[config.mk]
export PLATFORM = sky130hd
export DESIGN_NAME = ucd_stage
export DESIGN_NICKNAME = d
export VERILOG_FILES = /design/src/rtl/ucd_pkg.sv /design/src/rtl/ucd_onehot.sv /design/src/rtl/ucd_ctl_latch.sv /design/src/rtl/ucd_stage.sv
export SDC_FILE = /design/constraint.sdc
export NUM_CORES = 1
export LEC_CHECK = 0
export ABC_CLOCK_PERIOD_IN_PS = 1350
export BUFFER_PORTS_ARGS = -buffer_cell sky130_fd_sc_hd__buf_2
export CAP_MARGIN = 20
export CORE_ASPECT_RATIO = 2
export CORE_MARGIN = 4
export CORE_UTILIZATION = 30
export DETAILED_ROUTE_END_ITERATION = 16
export PLACE_DENSITY = 0.69
export SLEW_MARGIN = 20
export SYNTH_ARGS = -nofsm -noshare
export SYNTH_HDL_FRONTEND = slang
export SYNTH_SLANG_ARGS = --single-unit
[constraint.sdc]
create_clock -name clk -period 1.35 [get_ports clk]
set_input_delay 0.135 -clock clk [delete_from_list [all_inputs] [get_ports clk]]
set_output_delay 0.135 -clock clk [all_outputs]
set_load 0.01 [all_outputs]
[src/rtl/ucd_pkg.sv]
// Shared widths and word layouts for the microword decode stage.
// Assumes a 24-bit microword with the disable flag at bit 20.
package ucd_pkg;
    localparam int WORD_W   = 24;
    localparam int COND_W   = 3;
    localparam int OPT_W    = 6;
    localparam int ASEL_W   = 3;
    localparam int DSEL_W   = 4;
    localparam int IMM_W    = 16;
    localparam int LATCH_AW = 3;
    localparam int LATCH_N  = 1 << LATCH_AW;
    localparam int N_DUNIT  = 1 << DSEL_W;
    localparam int N_AUNIT  = 1 << ASEL_W;
    localparam int DIS_BIT  = 20;

    // Layout of an executed word
    typedef struct packed {
        logic [COND_W-1:0] cond;
        logic              dis;
        logic [OPT_W-1:0]  opt;
        logic [ASEL_W-1:0] a_tgt;
        logic [ASEL_W-1:0] a_src;
        logic [DSEL_W-1:0] d_tgt;
        logic [DSEL_W-1:0] d_src;
    } exec_word_t;

    // Layout of an immediate (disabled) word
    typedef struct packed {
        logic [COND_W-1:0]   cond;
        logic                dis;
        logic [LATCH_AW-1:0] l_addr;
        logic                l_data;
        logic [IMM_W-1:0]    imm;
    } imm_word_t;
endpackage

[src/rtl/ucd_onehot.sv]
// Enabled binary-to-one-hot decoder.
// Assumes nothing about the select value; all outputs are low when en is low.
module ucd_onehot #(
    parameter int SEL_W = 4,
    localparam int N    = 1 << SEL_W
) (
    input  logic             en,
    input  logic [SEL_W-1:0] sel,
    output logic [N-1:0]     y
);
    // One comparator per output line
    for (genvar i = 0; i < N; i++) begin : g_line
        assign y[i] = en && (sel == SEL_W'(i));
    end
endmodule

[src/rtl/ucd_ctl_latch.sv]
// Eight-bit (by default) addressable control latch: one bit is written per enabled edge.
// Assumes synchronous active-low reset to INIT; reset wins over a write.
module ucd_ctl_latch #(
    parameter int AW = 3,
    localparam int N = 1 << AW,
    parameter logic [N-1:0] INIT = '0
) (
    input  logic          clk,
    input  logic          rst_n,
    input  logic          we,
    input  logic [AW-1:0] waddr,
    input  logic          wdata,
    output logic [N-1:0]  q
);
    for (genvar i = 0; i < N; i++) begin : g_bit
        // Store one latch bit; update only when this bit is addressed
        always_ff @(posedge clk) begin
            if (!rst_n)
                q[i] <= INIT[i];
            else if (we && (waddr == AW'(i)))
                q[i] <= wdata;
        end
    end
endmodule

[src/rtl/ucd_stage.sv]
// Microword decode stage: captures the microword, expands its fields into
// one-hot bus strobes and option lines, and applies the latch write carried
// by disabled (immediate) words one edge later.
// Assumes the storage delivers a stable word before each rising edge.
module ucd_stage
    import ucd_pkg::*;
#(
    parameter logic [WORD_W-1:0]  RST_WORD   = 24'h1E0000,
    parameter logic [LATCH_N-1:0] LATCH_INIT = 8'h03
) (
    input  logic               clk,
    input  logic               rst_n,
    input  logic [WORD_W-1:0]  uword_in,
    output logic [COND_W-1:0]  cond_sel,
    output logic [N_DUNIT-1:0] data_oe,
    output logic [N_DUNIT-1:0] data_ld,
    output logic [N_AUNIT-1:0] addr_oe,
    output logic [N_AUNIT-1:0] addr_ld,
    output logic [OPT_W-1:0]   opt_out,
    output logic [IMM_W-1:0]   imm_value,
    output logic               div2_en_n,
    output logic               div4_en_n,
    output logic               halt_req,
    output logic               irq_en,
    output logic               lamp_green,
    output logic               lamp_yellow,
    output logic               lamp_red,
    output logic               soft_rst
);
    logic [WORD_W-1:0]  word_q;
    exec_word_t         xw;
    imm_word_t          iw;
    logic               exec_en;
    logic [LATCH_N-1:0] latch_q;

    // Capture the microword read at the current address
    always_ff @(posedge clk) begin
        if (!rst_n)
            word_q <= RST_WORD;
        else
            word_q <= uword_in;
    end

    assign xw      = exec_word_t'(word_q);
    assign iw      = imm_word_t'(word_q);
    assign exec_en = !xw.dis;

    // Fields shared by both forms, and those gated by the word form
    always_comb begin
        cond_sel  = xw.cond;
        opt_out   = exec_en ? xw.opt : '0;
        imm_value = exec_en ? '0 : iw.imm;
    end

    ucd_onehot #(.SEL_W(DSEL_W)) u_dsrc (.en(exec_en), .sel(xw.d_src), .y(data_oe));
    ucd_onehot #(.SEL_W(DSEL_W)) u_dtgt (.en(exec_en), .sel(xw.d_tgt), .y(data_ld));
    ucd_onehot #(.SEL_W(ASEL_W)) u_asrc (.en(exec_en), .sel(xw.a_src), .y(addr_oe));
    ucd_onehot #(.SEL_W(ASEL_W)) u_atgt (.en(exec_en), .sel(xw.a_tgt), .y(addr_ld));

    ucd_ctl_latch #(.AW(LATCH_AW), .INIT(LATCH_INIT)) u_latch (
        .clk   (clk),
        .rst_n (rst_n),
        .we    (iw.dis),
        .waddr (iw.l_addr),
        .wdata (iw.l_data),
        .q     (latch_q)
    );

    // Map latch bits to the control outputs
    always_comb begin
        div2_en_n   = latch_q[0];
        div4_en_n   = latch_q[1];
        halt_req    = latch_q[2];
        irq_en      = latch_q[3];
        lamp_green  = latch_q[4];
        lamp_yellow = latch_q[5];
        lamp_red    = latch_q[6];
        soft_rst    = latch_q[7];
    end
endmodule

==> reports/results.md <==
| Stage | Item | Reported |
| --- | --- | --- |
| final layout | Layout net count | 334 |
| placement | Quantity of I/O buffers inserted on ports | 106 |
| synth | Post-synthesis mux area share | 4.578% |
| synth | Parity-gate share of the synthesized area counting xor and xnor cells | 0% |
| hold path | Hold crit path type | in -> reg |
| global route | Overall overflow remaining after global route | 0 |
| drt | Ratio of routed vias to standard cells | 4.868 |
| drt | Wire length reported by the detailed router | 5.386 mm |
| drt | Avg WL per Cell | 14.56 um |
| synth | Post-synthesis sequential area ratio | 36.62% |
| drt | Number of detailed-route iterations in the first pass | 3 |
| floorplan | Total die area | 7190 um^2 |
| global route | Wire length of the first global-routing pass | 7.458 mm |
| clock tree | Number of clock sinks | 32 |
| final layout | Post-layout instance count excluding filler cells | 370 |
| setup path | Category of the worst setup path launch point | register |
| clock tree | Total CTS buffers | 5 |
| sta | Worst hold margin | 0.03779 ns |
| setup path | CP Max Fanout | 8 |
| sta | Normalized max-slew margin | 74.92% |
| sta | Worst-margin pin slew | 0.3757 ns |
| setup path | Data arrival at the endpoint of the critical path | 1.32 ns |
| global route | Number of global-route vias before repair | 1,623 |
| synth | Number of warnings issued by yosys | 0 |
| synth | Distinct cells, synth | 22 |
| final layout | Most frequent cells in the layout | 102 x buf_2, 35 x and2_1, 20 x dfxtp_1 |
| global route | Antenna violations before repair | 0 |
| placement | Worst Setup Slack post-DPL | 0.1370 ns |
| floorplan | Top-level port count | 107 |
| drt | Number of DRC violations after detailed-routing iteration 0 | 76 |
| sta | Fmax | 687.4 MHz |
| setup path | CP peak stage delay | 0.39 ns |
| flow run | Number of maximum-capacitance constraint violations | 0 |
| power | Total power after layout | 2.600 mW |
| final layout | Commonest non-fill, non-tap cell in the layout | buf_2 |
| clock tree | Library cell used as clock root buffer | clkbuf_16 |
| final layout | Multi-input gate area | 1294 um^2 |
| sta | Clock skew after layout | 0.004083 ns |
| sta | Final-report hold violation count | 0 |
| sta | Unrepaired setup endpoints after global routing | true |
| synth | Adder-Cell Fraction of Synth Area | 0% |
| final layout | Antenna Cells | 0 |
| synth | Dominant combinational cell family by area after synthesis | simple AND/OR/NAND/NOR gates |
| global route | Total Routing Usage GR | 13.93% |
| sta | Min Clock Period, post-route | 1.455 ns |
| final layout | Area grow syn2layout | 70.82% |
| placement | Placed instance count | 351 |
| drt | Post-detailed-route DRC marker count | 0 |
| final layout | Register area | 673.1 um^2 |
| clock tree | Count of hold buffers inserted by post-cts repair | 0 |
| drt | Number of nets with antenna violations after routing | 0 |
| floorplan | Chip Width | 62.00 um |
| placement | Final weighted congestion of routability-driven global placement | 0.8167 |
| floorplan | Vertical extent of the die | 116.0 um |
| final layout | Share of layout cells above drive strength 1 | 64.72% |
| synth | Area fraction in compound gates after synthesis | 0% |
| synth | Register bit total from synthesis | 32 |
| clock tree | Clk Latency, worst-skew pair | 0.28 ns |
| sta | Smallest setup slack after layout | -0.1048 ns |
| power | P per Cell Area | 870.2 nW/um^2 |
| floorplan | Starting utilization of the core area | 30.64% |
| clock tree | TritonCTS clock tree | yes |
| power | Pleak | 1.415 nW |
| synth | Mean instance size in the synthesized netlist | 9.016 um^2 |
| floorplan | Core Region | 5709 um^2 |
| clock tree | Number of H-tree levels | 2 |
| sta | Fraction of the cycle the final worst path needs | 107.8% |
| clock tree | Clock input transition at the sequential cells of the worst setup and hold paths | 0.05 ns |
| synth | Post-synthesis simple-gate area fraction | 52.58% |
| setup path | Critical Path Sink Type | primary output |
| setup path | Cell chain of the critical path | buf_12, nand2b_4, nor4_2, buf_2 |
| synth | Post-synthesis instance total | 194 |
| setup path | Cell with the largest stage delay on the worst path | dfxtp_4 |
| floorplan | Total number of placement rows | 39 |
| run status | Result of the run | complete, but fails checks |
| global route | Largest net degree at the start of global routing | 22 |
| synth | Post-synth design cell area | 1749 um^2 |
| drt | Routed via count | 1,801 |
| sta | Number of slew-limit violations in the final report | 0 |
| synth | Syn_nets | 220 |
| placement | HPWL reported at the end of detailed placement | 3.824 mm |
| final layout | Layout filler cell count | 538 |
| power | VDD IR-drop max | 0.001141 V |
| setup path | Required arrival time at the worst endpoint | 1.22 ns |
| clock tree | Max clock buf depth | 2 |
| sta | Number of endpoints failing setup at the final stage | 46 |
| run status | Failing checks | negative setup slack |
| setup path | Setup CP Type | reg -> out |
## power breakdown
group / switching [mW] / total [mW] / internal (mW) / leakage [nW]
clock: 0.383 / 1.11 / 0.724 / 0.0766
sequential: 0.0778 / 1.06 / 0.986 / 0.270
combinational: 0.200 / 0.429 / 0.229 / 1.07
## cells by family after synthesis
family / count (synthesis)
muxes: 8
and+or+nand+nor: 136
DFF: 32
buffers and inverters: 18
## worst max-delay path: cells and delay by family, from the launching register on
family,cells,cell delay [ns]
simple gates,2,0.32
buf+inv,2,0.33
flops,1,0.39
## repair_timing
action	4_1_cts	5_1_grt
endpoints found under the setup margin	42	59
pin swaps	7	11
gates cloned	1	2
buffers inserted	2	6
gates resized for setup	27	66
## state kept, by name, indices dropped and copies added, names as in the netlist
name and cells:
u_latch.q 8, iw 24
## final cells by class
cell class,instances,share of cell area [%]
Sequential cell,32,22.53
Multi-Input combinational cell,144,43.30
Clock inverter,2,0.3350
Tap cell,61,2.554
Timing Repair Buffer,125,26.63
Clock buffer,6,4.648
## layer usage
metal | GRT usage, % | up-vias | wire (um)
met5 | 0 | - | 0
met4 | 8.499 | 0 | 244
met3 | 3.344 | 18 | 420
met2 | 24.93 | 76 | 3025
met1 | 13.40 | 825 | 1695
li1 | - | 882 | -
## cells in the mapped netlist, drive strengths merged
master,instances,area share (%)
nand2,11,2.4
clkbuf,3,0.64
nand4b,3,1.5
nand4,1,0.36
nor4,10,6.4
buf,15,5.6
nor2b,9,3.2
nand2b,16,5.7
and2,36,13
and3,2,0.72
nor3,16,4.6
nor2,16,3.4
and4bb,3,2.1
mux2i,8,4.6
dfxtp,32,37
and3b,2,1.0
nand3b,4,1.7
nor4b,7,6.5
## path summary, 6_finish.rpt
| check | from | to | slack [ns] | cells after the start |
|---|---|---|---|---|
| worst max register to register | iw[20] | u_latch.q[1] | 0.19 | 4 |
| worst min-delay path | uword_in[17] | iw[17] | 0.04 | 2 |
| worst max-delay path | iw[20] | data_ld[8] | -0.10 | 4 |
| worst min register to register | u_latch.q[4] | u_latch.q[4] | 0.46 | 2 |
## per-stage QoR
step / setup TNS, ns / cell area (um^2) / util, %
finish: -1.595 / 2988 / 52.33
global route: -4.859 / 2988 / 52.33
global placement: 0 / 2321 / 40.65
detailed placement: 0 / 2321 / 40.65
floorplan: 0 / 1749 / -
CTS: -2.160 / 2616 / 45.83
Power figures use the tool's default switching activity.
